$ cat config.mk
export PLATFORM = sky130hd
export DESIGN_NAME = flash_suspend_ctrl
export DESIGN_NICKNAME = d
export VERILOG_FILES = /design/src/rtl/fsc_pkg.sv /design/src/rtl/fsc_data.sv /design/src/rtl/fsc_ctrl.sv /design/src/rtl/flash_suspend_ctrl.sv
export SDC_FILE = /design/constraint.sdc
export NUM_CORES = 1
export LEC_CHECK = 0
export CAP_MARGIN = 25
export CORE_MARGIN = 2
export CORE_UTILIZATION = 43
export DETAILED_ROUTE_END_ITERATION = 8
export GPL_TIMING_DRIVEN = 0
export PLACE_DENSITY = 0.71
export SLEW_MARGIN = 20
export SYNTH_ARGS = -nofsm -noshare
export SYNTH_HDL_FRONTEND = slang
export SYNTH_HIERARCHICAL = 1
export SYNTH_SLANG_ARGS = --single-unit
$ cat constraint.sdc
create_clock -name clk -period 3.86 [get_ports clk]
set_input_delay 0.386 -clock clk [delete_from_list [all_inputs] [get_ports clk]]
set_output_delay 0.386 -clock clk [all_outputs]
set_load 0.01 [all_outputs]
$ cat src/rtl/fsc_pkg.sv
package fsc_pkg;

  typedef enum logic [2:0] {K_NONE, K_SE, K_BE, K_CE, K_PP} opKind_t;

  typedef enum logic [3:0] {
    C_READ, C_STAT, C_WRSR, C_SE, C_BE, C_CE, C_PP,
    C_SUSP, C_RES, C_MISC, C_DP, C_OTHER
  } cmdClass_t;

  typedef enum logic [2:0] {S_IDLE, S_RUN, S_HALTING, S_PARKED, S_NESTED} ctlState_t;

  // strobes from control to datapath
  typedef struct packed {
    logic startMain;
    logic tickMain;
    logic startNest;
    logic tickNest;
    logic startLat;
    logic tickLat;
    logic armGap;
    logic wipeAll;
  } dpStrobe_t;

  function automatic cmdClass_t classify(input logic [7:0] op, input logic [7:0] resumeOp);
    if (op == resumeOp) return C_RES;
    case (op)
      8'h03, 8'h0B:                                    return C_READ;
      8'h05, 8'h35:                                    return C_STAT;
      8'h01:                                           return C_WRSR;
      8'h20:                                           return C_SE;
      8'h52, 8'hD8:                                    return C_BE;
      8'hC7, 8'h60:                                    return C_CE;
      8'h02:                                           return C_PP;
      8'h75, 8'hB0:                                    return C_SUSP;
      8'h06, 8'h04, 8'h9F, 8'h90, 8'hAB, 8'h5A, 8'hA3: return C_MISC;
      8'hB9:                                           return C_DP;
      default:                                         return C_OTHER;
    endcase
  endfunction

endpackage

$ cat src/rtl/fsc_data.sv
module fsc_data
  import fsc_pkg::*;
#(
  parameter int ADDR_W  = 20,
  parameter int SE_CYC  = 60,
  parameter int BE_CYC  = 90,
  parameter int CE_CYC  = 120,
  parameter int PP_CYC  = 24,
  parameter int SUS_LAT = 5
) (
  input  logic              clk,
  input  logic              rstN,
  input  dpStrobe_t         strb,
  input  opKind_t           startKind,
  input  logic [ADDR_W-1:0] startAddr,
  output opKind_t           kind,
  output logic [ADDR_W-1:0] activeAddr,
  output logic              mainLast,
  output logic              nestLast,
  output logic              latLast,
  output logic              gapClear
);

  localparam int MAX_A   = (SE_CYC > BE_CYC) ? SE_CYC : BE_CYC;
  localparam int MAX_B   = (CE_CYC > PP_CYC) ? CE_CYC : PP_CYC;
  localparam int MAX_AB  = (MAX_A > MAX_B) ? MAX_A : MAX_B;
  localparam int MAX_CYC = (MAX_AB > SUS_LAT) ? MAX_AB : SUS_LAT;
  localparam int CNT_W   = $clog2(MAX_CYC + 1);

  logic [CNT_W-1:0] remain, nestCnt, latCnt, gapCnt, startDur;

  always_comb begin
    case (startKind)
      K_SE:    startDur = CNT_W'(SE_CYC);
      K_BE:    startDur = CNT_W'(BE_CYC);
      K_CE:    startDur = CNT_W'(CE_CYC);
      K_PP:    startDur = CNT_W'(PP_CYC);
      default: startDur = '0;
    endcase
  end

  always_ff @(posedge clk or negedge rstN) begin
    if (!rstN) begin
      kind       <= K_NONE;
      activeAddr <= '0;
      remain     <= '0;
      nestCnt    <= '0;
      latCnt     <= '0;
      gapCnt     <= '0;
    end else if (strb.wipeAll) begin
      kind       <= K_NONE;
      activeAddr <= '0;
      remain     <= '0;
      nestCnt    <= '0;
      latCnt     <= '0;
      gapCnt     <= '0;
    end else begin
      if (strb.startMain) begin
        kind       <= startKind;
        activeAddr <= startAddr;
        remain     <= startDur;
      end else if (strb.tickMain && remain != '0) begin
        remain <= remain - 1'b1;
      end
      if (strb.startNest)                       nestCnt <= CNT_W'(PP_CYC);
      else if (strb.tickNest && nestCnt != '0)  nestCnt <= nestCnt - 1'b1;
      if (strb.startLat)                        latCnt <= CNT_W'(SUS_LAT);
      else if (strb.tickLat && latCnt != '0)    latCnt <= latCnt - 1'b1;
      if (strb.armGap)                          gapCnt <= CNT_W'(SUS_LAT - 1);
      else if (gapCnt != '0)                    gapCnt <= gapCnt - 1'b1;
    end
  end

  assign mainLast = (remain == CNT_W'(1));
  assign nestLast = (nestCnt == CNT_W'(1));
  assign latLast  = (latCnt == CNT_W'(1));
  assign gapClear = (gapCnt == '0);

  // a resume must close the suspend window for the next cycle
  a_r8_gap_armed: assert property (@(posedge clk) disable iff (!rstN)
    (strb.armGap && !strb.wipeAll) |=> !gapClear);

  // the main count is frozen whenever the main operation is not ticking
  a_r7_remain_frozen: assert property (@(posedge clk) disable iff (!rstN)
    (!strb.tickMain && !strb.startMain && !strb.wipeAll) |=> $stable(remain));

endmodule

$ cat src/rtl/fsc_ctrl.sv
module fsc_ctrl
  import fsc_pkg::*;
#(
  parameter logic [7:0] RESUME_OP = 8'h7A
) (
  input  logic       clk,
  input  logic       rstN,
  input  logic       pwrLoss,
  input  logic       cmdValid,
  input  logic [7:0] cmdOp,
  input  opKind_t    kind,
  input  logic       mainLast,
  input  logic       nestLast,
  input  logic       latLast,
  input  logic       gapClear,
  output dpStrobe_t  strb,
  output opKind_t    startKind,
  output logic       cmdAccept,
  output logic       cmdReject,
  output logic       wip,
  output logic       sus
);

  ctlState_t state, nxt;
  cmdClass_t cls;
  logic      accNow, rejNow;

  always_comb begin
    strb      = '0;
    nxt       = state;
    accNow    = 1'b0;
    rejNow    = 1'b0;
    cls       = classify(cmdOp, RESUME_OP);
    case (cls)
      C_SE:    startKind = K_SE;
      C_BE:    startKind = K_BE;
      C_CE:    startKind = K_CE;
      C_PP:    startKind = K_PP;
      default: startKind = K_NONE;
    endcase

    if (pwrLoss) begin
      strb.wipeAll = 1'b1;
      nxt          = S_IDLE;
    end else begin
      case (state)
        S_IDLE: begin
          if (cmdValid) begin
            if (startKind != K_NONE) begin
              accNow         = 1'b1;
              strb.startMain = 1'b1;
              nxt            = S_RUN;
            end else if (cls == C_SUSP || cls == C_RES || cls == C_OTHER) begin
              rejNow = 1'b1;
            end else begin
              accNow = 1'b1;
            end
          end
        end
        S_RUN: begin
          if (cmdValid && cls == C_SUSP && kind != K_CE && gapClear) begin
            accNow        = 1'b1;
            strb.startLat = 1'b1;
            nxt           = S_HALTING;
          end else begin
            if (cmdValid) begin
              if (cls == C_STAT) accNow = 1'b1;
              else               rejNow = 1'b1;
            end
            strb.tickMain = 1'b1;
            if (mainLast) nxt = S_IDLE;
          end
        end
        S_HALTING: begin
          if (cmdValid) begin
            if (cls == C_STAT) accNow = 1'b1;
            else               rejNow = 1'b1;
          end
          strb.tickLat = 1'b1;
          if (latLast) nxt = S_PARKED;
        end
        S_PARKED: begin
          if (cmdValid) begin
            case (cls)
              C_RES: begin
                accNow      = 1'b1;
                strb.armGap = 1'b1;
                nxt         = S_RUN;
              end
              C_PP: begin
                if (kind != K_PP) begin
                  accNow         = 1'b1;
                  strb.startNest = 1'b1;
                  nxt            = S_NESTED;
                end else begin
                  rejNow = 1'b1;
                end
              end
              C_READ, C_STAT, C_MISC: accNow = 1'b1;
              default:                rejNow = 1'b1;
            endcase
          end
        end
        S_NESTED: begin
          if (cmdValid) begin
            if (cls == C_STAT) accNow = 1'b1;
            else               rejNow = 1'b1;
          end
          strb.tickNest = 1'b1;
          if (nestLast) nxt = S_PARKED;
        end
        default: nxt = S_IDLE;
      endcase
    end
  end

  always_ff @(posedge clk or negedge rstN) begin
    if (!rstN) begin
      state     <= S_IDLE;
      cmdAccept <= 1'b0;
      cmdReject <= 1'b0;
    end else begin
      state     <= nxt;
      cmdAccept <= accNow;
      cmdReject <= rejNow;
    end
  end

  assign wip = (state == S_RUN) || (state == S_HALTING) || (state == S_NESTED);
  assign sus = (state == S_PARKED) || (state == S_NESTED);

  a_r10_single_verdict: assert property (@(posedge clk) disable iff (!rstN)
    !(cmdAccept && cmdReject));

  a_r10_verdict_follows: assert property (@(posedge clk) disable iff (!rstN)
    (cmdValid && !pwrLoss) |=> (cmdAccept || cmdReject));

  a_r10_parked_reject_holds: assert property (@(posedge clk) disable iff (!rstN)
    (cmdReject && $past(state) == S_PARKED) |-> state == S_PARKED);

  a_r9_power_clear: assert property (@(posedge clk) disable iff (!rstN)
    pwrLoss |=> (!wip && !sus));

  a_r2_chip_erase_holds: assert property (@(posedge clk) disable iff (!rstN)
    (state == S_RUN && kind == K_CE) |=> state != S_HALTING);

  a_r8_spacing_guard: assert property (@(posedge clk) disable iff (!rstN)
    (state == S_RUN && !gapClear) |=> state != S_HALTING);

  a_r3_sus_after_latency: assert property (@(posedge clk) disable iff (!rstN)
    $rose(sus) |-> $past(state) == S_HALTING);

endmodule

$ cat src/rtl/flash_suspend_ctrl.sv
module flash_suspend_ctrl
  import fsc_pkg::*;
#(
  parameter int         ADDR_W    = 20,
  parameter int         SE_CYC    = 60,
  parameter int         BE_CYC    = 90,
  parameter int         CE_CYC    = 120,
  parameter int         PP_CYC    = 24,
  parameter int         SUS_LAT   = 5,
  parameter logic [7:0] RESUME_OP = 8'h7A
) (
  input  logic              clk,
  input  logic              rstN,
  input  logic              pwrLoss,
  input  logic              cmdValid,
  input  logic [7:0]        cmdOp,
  input  logic [ADDR_W-1:0] cmdAddr,
  output logic              cmdAccept,
  output logic              cmdReject,
  output logic              wip,
  output logic              sus,
  output logic [ADDR_W-1:0] activeAddr
);

  dpStrobe_t strb;
  opKind_t   startKind, kind;
  logic      mainLast, nestLast, latLast, gapClear;

  fsc_ctrl #(.RESUME_OP(RESUME_OP)) i_ctrl (
    .clk(clk), .rstN(rstN), .pwrLoss(pwrLoss), .cmdValid(cmdValid), .cmdOp(cmdOp),
    .kind(kind), .mainLast(mainLast), .nestLast(nestLast), .latLast(latLast),
    .gapClear(gapClear), .strb(strb), .startKind(startKind),
    .cmdAccept(cmdAccept), .cmdReject(cmdReject), .wip(wip), .sus(sus)
  );

  fsc_data #(
    .ADDR_W(ADDR_W), .SE_CYC(SE_CYC), .BE_CYC(BE_CYC), .CE_CYC(CE_CYC),
    .PP_CYC(PP_CYC), .SUS_LAT(SUS_LAT)
  ) i_data (
    .clk(clk), .rstN(rstN), .strb(strb), .startKind(startKind), .startAddr(cmdAddr),
    .kind(kind), .activeAddr(activeAddr), .mainLast(mainLast), .nestLast(nestLast),
    .latLast(latLast), .gapClear(gapClear)
  );

endmodule

# Word level (Yosys, flattened, before mapping)
# Cells that the tools add are included.
# Widths: inputs -> output; s select.
[word_totals] latchBits=0 ramBits=0 regBits=56 wordCells=170 n_memories=0 romBits=0
[classes] n_bitwise=0 shifts=0 div=0 n_lt_le_gt_ge=0 n_eq_ne=52 mul=0 reduce_logical=33 addsub=4 muxes=72
[ops] operator="$mux 7" n=13
[ops] operator="$eq 8x8->1 const B" n=8
[ops] operator="$eq 8x7->1 const B" n=5
[ops] operator="$mux 20" n=2
[ops] operator="$pmux 4 s10" n=1
[ops] operator="$mux 1" n=35
[ops] operator="$mux 3" n=11
[ops] operator="$pmux 7 s4" n=1
[ops] operator="$reduce_bool 7->1" n=4
[ops] operator="$sub 7x1->7 const B" n=4
[ops] operator="$eq 8x3->1 const B" n=3
[ops] operator="$eq 7x1->1 const B" n=3
[ops] operator="$eq 4x3->1 const B" n=4
[ops] operator="$eq 8x2->1 const B" n=2
[ops] operator="$eq 8x6->1 const B" n=2
[ops] operator="$pmux 3 s5" n=1
[ops] operator="$reduce_bool 3->1" n=5
[ops] operator="$eq 3x2->1 const B" n=4
[ops] operator="$eq 4x4->1 const B" n=3
[ops] operator="$ne 3x2->1 const B" n=4
[ops] operator="$pmux 3 s4" n=1
[ops] operator="$reduce_or 2->1" n=6
[ops] operator="$ne 3x3->1 const B" n=3
[ops] operator="$eq 8x1->1 const B" n=1
[ops] operator="other kinds (20)" n=35

# Longest topological paths before layout
# Gate-level depths: netlist (run 1).
[logic_depth] ltp_word=15 ltp_mapped=14 mapped_depth_nobuf=13

# Cells and area by module
# Netlist (run 1), hierarchy kept.
[modules_own_cells] module="fsc_data" cells_per_inst=242 instances=1 area_per_inst_um2=2522.4
[modules_own_cells] module="fsc_ctrl" cells_per_inst=133 instances=1 area_per_inst_um2=1001.0

# Worst setup path after synthesis (run 1)
# Ideal clock, no wire load.
[synth_timing] path_type="register to register" from="reg i_data.gapCnt[0]" to="reg i_data.remain[1]" setup_ps=101 path_stages_with_launch=14 synth_period_minus_slack_ps=2817 setup_slack_ps=1043 required_time_ps=3759 t_arrival_ps=2716 path_cell_list="dfrtp_1 -> inv_1 -> ha_1 -> or3b_4 -> or4_4 -> buf_6 -> inv_6 -> o2111ai_1 -> and2b_1 -> nand2_1 -> and2_1 -> o21ai_2 -> mux2_2 -> o32ai_1"
[synth_lines] element="start: declaration" line="fsc_data.sv:30" rtl="logic [CNT_W-1:0] remain, nestCnt, latCnt, gapCnt, startDur;"
[synth_lines] element="start signal: assignment" line="fsc_data.sv:69" rtl="if (strb.armGap) gapCnt <= CNT_W'(SUS_LAT - 1);"
[synth_lines] element="start signal: assignment" line="fsc_data.sv:70" rtl="else if (gapCnt != '0) gapCnt <= gapCnt - 1'b1;"
[synth_lines] element="end signal: assignment" line="fsc_data.sv:61" rtl="remain <= startDur;"
[synth_lines] element="end signal: assignment" line="fsc_data.sv:63" rtl="remain <= remain - 1'b1;"
[synth_lines] element="end: declaration" line="fsc_data.sv:30"

==> results by group, run 1 <==
Status
  • Status: finished, final reports clean

Global routing
  • Vias in the first global route: about 3000
  • Initial antenna violation count: 0
  • Largest net degree at the start of global routing: 57
  • First-pass GRT wire length: 13600 µm
  • GRT Resource Usage Total: 0.188
  • Grt ovf: 0

Clock network
  • Post-CTS resize count: 0
  • Clock root buffer master: clkbuf_8
  • # H-tree levels: 2
  • CTS sink cnt: 56
  • Clock Path Buffers: 2
  • CTS tree: done
  • Setup bufs post-CTS: 0
  • Hold-fix buffers, CTS: 0
  • Clk pin slew, worst setup/hold paths: approximately 0.11 ns
  • Clock Latency Late Sink: about 0.32 ns
  • Cts bufs inserted: 5

Synth
  • Net count after synthesis: around 410
  • Area share of the largest cell type after synthesis: 0.398
  • Syn. warnings: 6
  • Cell taking the most area after synthesis: dfrtp_1
  • Asr flop ratio synth: 1.00
  • Post-Syn Area: approximately 0.0035 mm²
  • Seq/Total Area, Yosys: 0.398
  • Yosys reg bits: 56
  • EDFF count, synth: 0
  • Netlist cell types: 70
  • Synth Flop Type: dfrtp_1
  • Syn Inst Count: between 300 and 400
  • Post-Syn Area per Cell: around 9.4 µm²
  • Synth area leaders: dfrtp_1 40%, mux2i_1 7.4%, nor2_1 5.8%

Die
  • Die Y: 94.5 µm
  • Full die area: 0.00893 mm²
  • Top Ports: 56
  • Total core area: approximately 0.008 mm²
  • Starting Density: 0.435
  • Die Span X: 94.5 µm
  • Cell row count: 33

Place
  • Placer Congestion: 0.903
  • Port Buffer Count: 52
  • Detailed placement HPWL: slightly below 6000 µm
  • Worst slack, placed: -0.0545 ns

Timing
  • Setup WS post-layout: 0.324 ns
  • Final setup vio count: 0
  • Final Hold Vio Count: 0
  • Final min period: ~3.5 ns
  • Final worst-path cycle share: 0.916
  • WHS: 0.0332 ns
  • FMAX: 283 MHz
  • RSZ-0062 raised after global routing: no
  • Worst clock skew: 0.0114 ns
  • Final max-slew violation count: 0
  • Rel. slew slack: 0.589
  • Setup TNS: 0 ns
  • Slew @ Worst Pin: 0.608 ns

Drt
  • DR pass1 iterations: 4
  • Routed vias: 2998
  • Post-DR wirelength/cell: 14.7 µm
  • Drt initial violations: 195
  • Post-DRT Antenna Nets: 0
  • Via density per instance: ~5.6
  • WL final: between 7000 and 8000 µm
  • Post-route DRC: 0

Setup path
  • CP max FO: 19
  • Crit-path cells: clkdlybuf4s50_1 -> buf_6 -> nor3_1 -> nand3_1 -> nand3_1 -> nor4b_1 -> buf_2 -> buf_2 -> mux2i_1 -> nor2_1
  • CP arrival: 3.74 ns
  • Slowest-stage cell, CP: nor4b_1
  • Largest stage delay on the critical path: 0.54 ns
  • Crit path launch type: input port
  • CP Capture Type: register
  • WP data required: ~4 ns
  • WS Path Type: in -> reg
  • R2R Setup Slk: 0.75 ns

Pwr
  • Internal power: 1050 µW
  • Peak VDD IR: approximately 330 µV
  • Clock power share: 0.211
  • Leak: 0.00176 µW
  • Gate power share: 0.360
  • Seq pwr share: 0.429
  • Sw Ratio: 0.351
  • Power density cells: 377 mW/mm²
  • Switching power: 568 µW

Layout
  • Diodes inserted: 0
  • Nets: 473
  • Area Growth Syn to Fin: 21.8%
  • Commonest non-fill, non-tap cell in the layout: dfrtp_1
  • Fraction of layout cells with a size suffix above 1: 0.117
  • Commonest cells after routing, fill and taps aside: 56 x dfrtp_1, 54 x nor2_1, 51 x clkdlybuf4s50_1, 26 x mux2i_1, 21 x nand2_1

Min path
  • Hold crit path type: in -> async

Flow run
  • Max-cap violations: 0
[power groups by stage]
stage | Combinational (µW) | Sequential, µW | Clock, µW
2_1_floorplan | 432 | 694 | 0
3_3_place_gp | 563 | 703 | 0
3_5_place_dp | 583 | 705 | 0
4_1_cts | 587 | 693 | 357
5_1_grt | 656 | 700 | 377
6_report | 583 | 694 | 342
[state kept, by name (all words and copies together), names as in the netlist]
| name | count |
|---|---|
| i_data/gapCnt | 7 |
| i_ctrl/cmdReject | 1 |
| i_data/activeAddr | 20 |
| i_ctrl/cmdAccept | 1 |
| i_data/remain | 7 |
| i_data/latCnt | 7 |
| i_ctrl/state | 3 |
| i_data/nestCnt | 7 |
| i_data/kind | 3 |
[critical path, delay by kind of cell]
family / cells / cell delay (ns)
buffers and inverters: 4 / 1.59
and+or+nand+nor: 5 / 1.52
muxes: 1 / 0.24
[cell families (layout without fill, tap and decap cells)]
group	count (synthesis)	count (layout)	share of synthesized area
flip-flops	56	56	0.398
AO/OA/AOI/OAI	69	69	0.145
XOR/XNOR	12	12	0.0298
buffers and inverters	39	99	0.0582
adder cells (fa/ha/maj)	7	7	0.0249
multiplexers	29	29	0.0845
AND/OR/NAND/NOR	163	163	0.260
[metrics by stage]
stage	total power, µW	cell area (µm²)	util	instances
6_report	1620	4290	0.530	540
5_1_grt	1730	4290	0.530	540
4_1_cts	1640	4300	0.531	541
3_5_place_dp	1290	4200	0.519	533
3_3_place_gp	1270	4180	0.516	532
2_1_floorplan	1130	3520	-	375
[final timing paths]
kind | from | end | cells past startpoint
worst min register to register | i_data/gapCnt[6] | i_data/gapCnt[6] | 1
worst max-delay path | cmdOp[5] | i_data/activeAddr[8] | 10
worst max register to register | i_data/gapCnt[0] | i_data/remain[1] | 13
worst min-delay path | rstN | i_ctrl/cmdAccept | 2
min in group clk | i_data/gapCnt[6] | i_data/gapCnt[6] | 1
max in group asynchronous | rstN | i_data/activeAddr[15] | 2
[synth_stat cells (6+ instances only)]
master,count
dfrtp_1,56
or3_1,10
inv_1,18
or2_2,6
nor2_1,54
xnor2_1,8
o21ai_0,10
ha_1,7
a21oi_1,14
mux2i_1,26
clkbuf_1,7
nand2b_1,8
nor3_1,14
nand3_1,8
nand2_1,21
buf_6,6
[routing by layer]
layer	part of all wire	GRT usage
met1	0.46	0.250
met2	0.48	0.321
met3	0.052	0.0423
met4	0.0043	0.0266
met5	0	0
[final cells by class]
| type | instances | area, µm² |
|---|---|---|
| fillers | 770 | 3800 |
| multi-input cells | 280 | 1920 |
| flip-flops and latches | 56 | 1400 |
| repair buffers | 53 | 546 |
| well taps | 105 | 131 |
| plain buffers | 19 | 125 |
| inverters | 19 | 76.3 |
| clock buffers | 5 | 68.8 |
| clock inverters | 3 | 27.5 |
Note: power is estimated with default switching activity, not from simulation.
==> inputs of run 2 (changes only) <==
--- a/config.mk
+++ b/config.mk
@@ -10,6 +10,7 @@
 export CORE_UTILIZATION = 43
 export DETAILED_ROUTE_END_ITERATION = 8
 export GPL_TIMING_DRIVEN = 0
+export HOLD_SLACK_MARGIN = 0.12
 export PLACE_DENSITY = 0.71
 export SLEW_MARGIN = 20
 export SYNTH_ARGS = -nofsm -noshare
==> results by group, run 2 (synthesis gave the netlist of run 1 again) <==
Layout
  • Commonest non-fill, non-tap cell in the layout: dfrtp_1 (unchanged)
  • Number of fill cells: 769 (was 770)
  • Diodes inserted: 0 (unchanged)
  • Commonest cells after routing, fill and taps aside: 56 x dfrtp_1, 54 x nor2_1, 51 x clkdlybuf4s50_1, 26 x mux2i_1, 21 x nand2_1 (unchanged)
  • Largest Register: i_data/activeAddr (unchanged)
  • Area Growth Syn to Fin: 22.1% (was 21.8%)
  • Final Core Density: 0.532 (was 0.530)
  • Post-route insts no fill: 541 (was 540)
  • Fraction of layout cells with a size suffix above 1: 0.117 (about the same)
  • Max FFs per register: 20 (unchanged)
  • Nets: 474 (was 473)

Drt
  • Via density per instance: 5.57 (was 5.55)
  • DR pass1 iterations: 5 (was 4)
  • Post-route DRC: 0 (unchanged)
  • WL final: 7920 µm (was 7910 µm)
  • Post-DR wirelength/cell: 14.6 µm (was 14.7 µm)
  • Post-DRT Antenna Nets: 0 (unchanged)
  • Routed vias: 3011 (was 2998)
  • Drt initial violations: 186 (was 195)

Setup path
  • CP Capture Type: register (unchanged)
  • WS Path Type: in -> reg (unchanged)
  • CP top delay family: buffers and inverters (unchanged)
  • Crit path launch type: input port (unchanged)
  • Crit-path cells: clkdlybuf4s50_1 -> buf_6 -> nor3_1 -> nand3_1 -> nand3_1 -> nor4b_1 -> buf_2 -> buf_2 -> mux2i_1 -> nor2_1 (unchanged)
  • Slowest-stage cell, CP: nor4b_1 (unchanged)
  • WP data required: 4.06 ns (about the same)
  • CP arrival: 3.74 ns (about the same)
  • Worst path bufs/invs: 4 (unchanged)
  • Largest stage delay on the critical path: 0.55 ns (was 0.54 ns)
  • CP max FO: 19 (unchanged)

Timing
  • Final max-slew violation count: 0 (unchanged)
  • RSZ-0062 raised after global routing: no (unchanged)
  • Rel. slew slack: 0.588 (was 0.589)
  • Final setup vio count: 0 (unchanged)
  • FMAX: 283 MHz (about the same)
  • Slew @ Worst Pin: 0.610 ns (was 0.608 ns)
  • Setup WS post-layout: 0.324 ns (about the same)
  • Final min period: 3.54 ns (about the same)
  • Final worst-path cycle share: 0.916 (about the same)
  • Worst clock skew: 0.0112 ns (was 0.0114 ns)
  • Final Hold Vio Count: 0 (unchanged)

Die
  • Starting Density: 0.435 (unchanged)
  • Full die area: 0.00893 mm² (unchanged)
  • Die Y: 94.5 µm (unchanged)
  • Top Ports: 56 (unchanged)
  • Total core area: 0.00809 mm² (unchanged)
  • Cell row count: 33 (unchanged)
  • Die Span X: 94.5 µm (unchanged)

Pwr
  • Peak VDD IR: 331 µV (about the same)
  • Power density cells: 376 mW/mm² (was 377 mW/mm²)
  • Leak: 0.00176 µW (about the same)

Status
  • Status: finished, final reports clean (unchanged)

Clock network
  • Clock Latency Late Sink: 0.32 ns (about the same)
  • # H-tree levels: 2 (unchanged)
  • Clock root buffer master: clkbuf_8 (unchanged)
  • Clock Path Buffers: 2 (unchanged)
  • Cts bufs inserted: 5 (unchanged)
  • Clk pin slew, worst setup/hold paths: 0.11 ns (about the same)
  • CTS sink cnt: 56 (unchanged)
  • CTS tree: done (unchanged)

Global routing
  • Grt ovf: 0 (unchanged)
  • First-pass GRT wire length: 13600 µm (about the same)
  • Largest net degree at the start of global routing: 57 (unchanged)
  • Vias in the first global route: 3000 (was 2988)
  • GRT Resource Usage Total: 0.188 (about the same)
  • Initial antenna violation count: 0 (unchanged)

Place
  • Cells after DPL: 533 (unchanged)
  • Placer Congestion: 0.903 (unchanged)
  • Worst slack, placed: -0.0545 ns (unchanged)
  • Port Buffer Count: 52 (unchanged)
  • Detailed placement HPWL: 5890 µm (unchanged)

Flow run
  • Max-cap violations: 0 (unchanged)

Min path
  • Hold crit path type: reg -> reg (was in -> async)
run 2: worst register-to-register path, delay by kind of cell, from the launching register on:
kind	cells	cell delay (ns)
muxes	1	0.35
adders and majority gates	1	0.19
AOI/OAI and AO/OA	3	0.31
buffers and inverters	3	0.31
and+or+nand+nor	5	1.44
DFF	1	0.42
run 2: stage by stage:
step / cell area (µm²) / hold WS (ns) / power [µW] / setup TNS (ns)
global route: 4300 / 0.534 / 1730 / 0
global placement: 4180 / 0.501 / 1270 / -0.116
detailed placement: 4200 / 0.394 / 1290 / -0.0844
CTS: 4310 / 0.520 / 1640 / 0
finish: 4300 / 0.518 / 1620 / 0
floorplan: 3520 / 0.0904 / 1130 / 0
run 2: final cells by class:
class | instances | area [µm²] | area share
Buffer | 19 | 125 | 0.0291
Clock buffer | 5 | 68.8 | 0.0160
Clock inverter | 3 | 27.5 | 0.00640
Inverter | 19 | 76.3 | 0.0177
Multi-Input combinational cell | 280 | 1920 | 0.445
Sequential cell | 56 | 1400 | 0.326
Tap cell | 105 | 131 | 0.0305
Timing Repair Buffer | 54 | 556 | 0.129
run 2: final timing paths:
path	startpoint	to	slack, ns	cells past startpoint
setup / recovery	cmdOp[5]	i_data/activeAddr[8]	0.32	10
hold reg to reg	i_data/gapCnt[6]	i_data/gapCnt[6]	0.52	1
max in group asynchronous	rstN	i_data/activeAddr[15]	3.03	3
setup reg to reg	i_data/gapCnt[0]	i_data/remain[1]	0.75	13
hold / removal	i_data/gapCnt[6]	i_data/gapCnt[6]	0.52	1
min in group asynchronous	rstN	i_ctrl/cmdAccept	0.59	3
run 2: routing by layer:
layer	wire, µm	share of wire	vias up	GRT usage
li1	-	-	1471	-
met1	3680	0.46	1466	0.250
met2	3800	0.48	69	0.322
met3	410	0.052	5	0.0423
met4	34	0.0043	0	0.0266
met5	0	0	-	0
run 2: report_power, final:
part	leakage, µW	total, µW	internal [µW]	switching (µW)
Combinational	0.000944	584	277	306
Sequential	0.000774	694	640	53.1
Clock	0.0000463	341	134	208
Total	0.00176	1620	1050	567
run 2: repair_timing:
action                                  in CTS  in global routing
setup buffers                                0                  0
endpoints found under the setup margin       0                  1
endpoints found under the hold margin       56                  0
hold buffers                                 1                  0
resized for setup                            0                  0
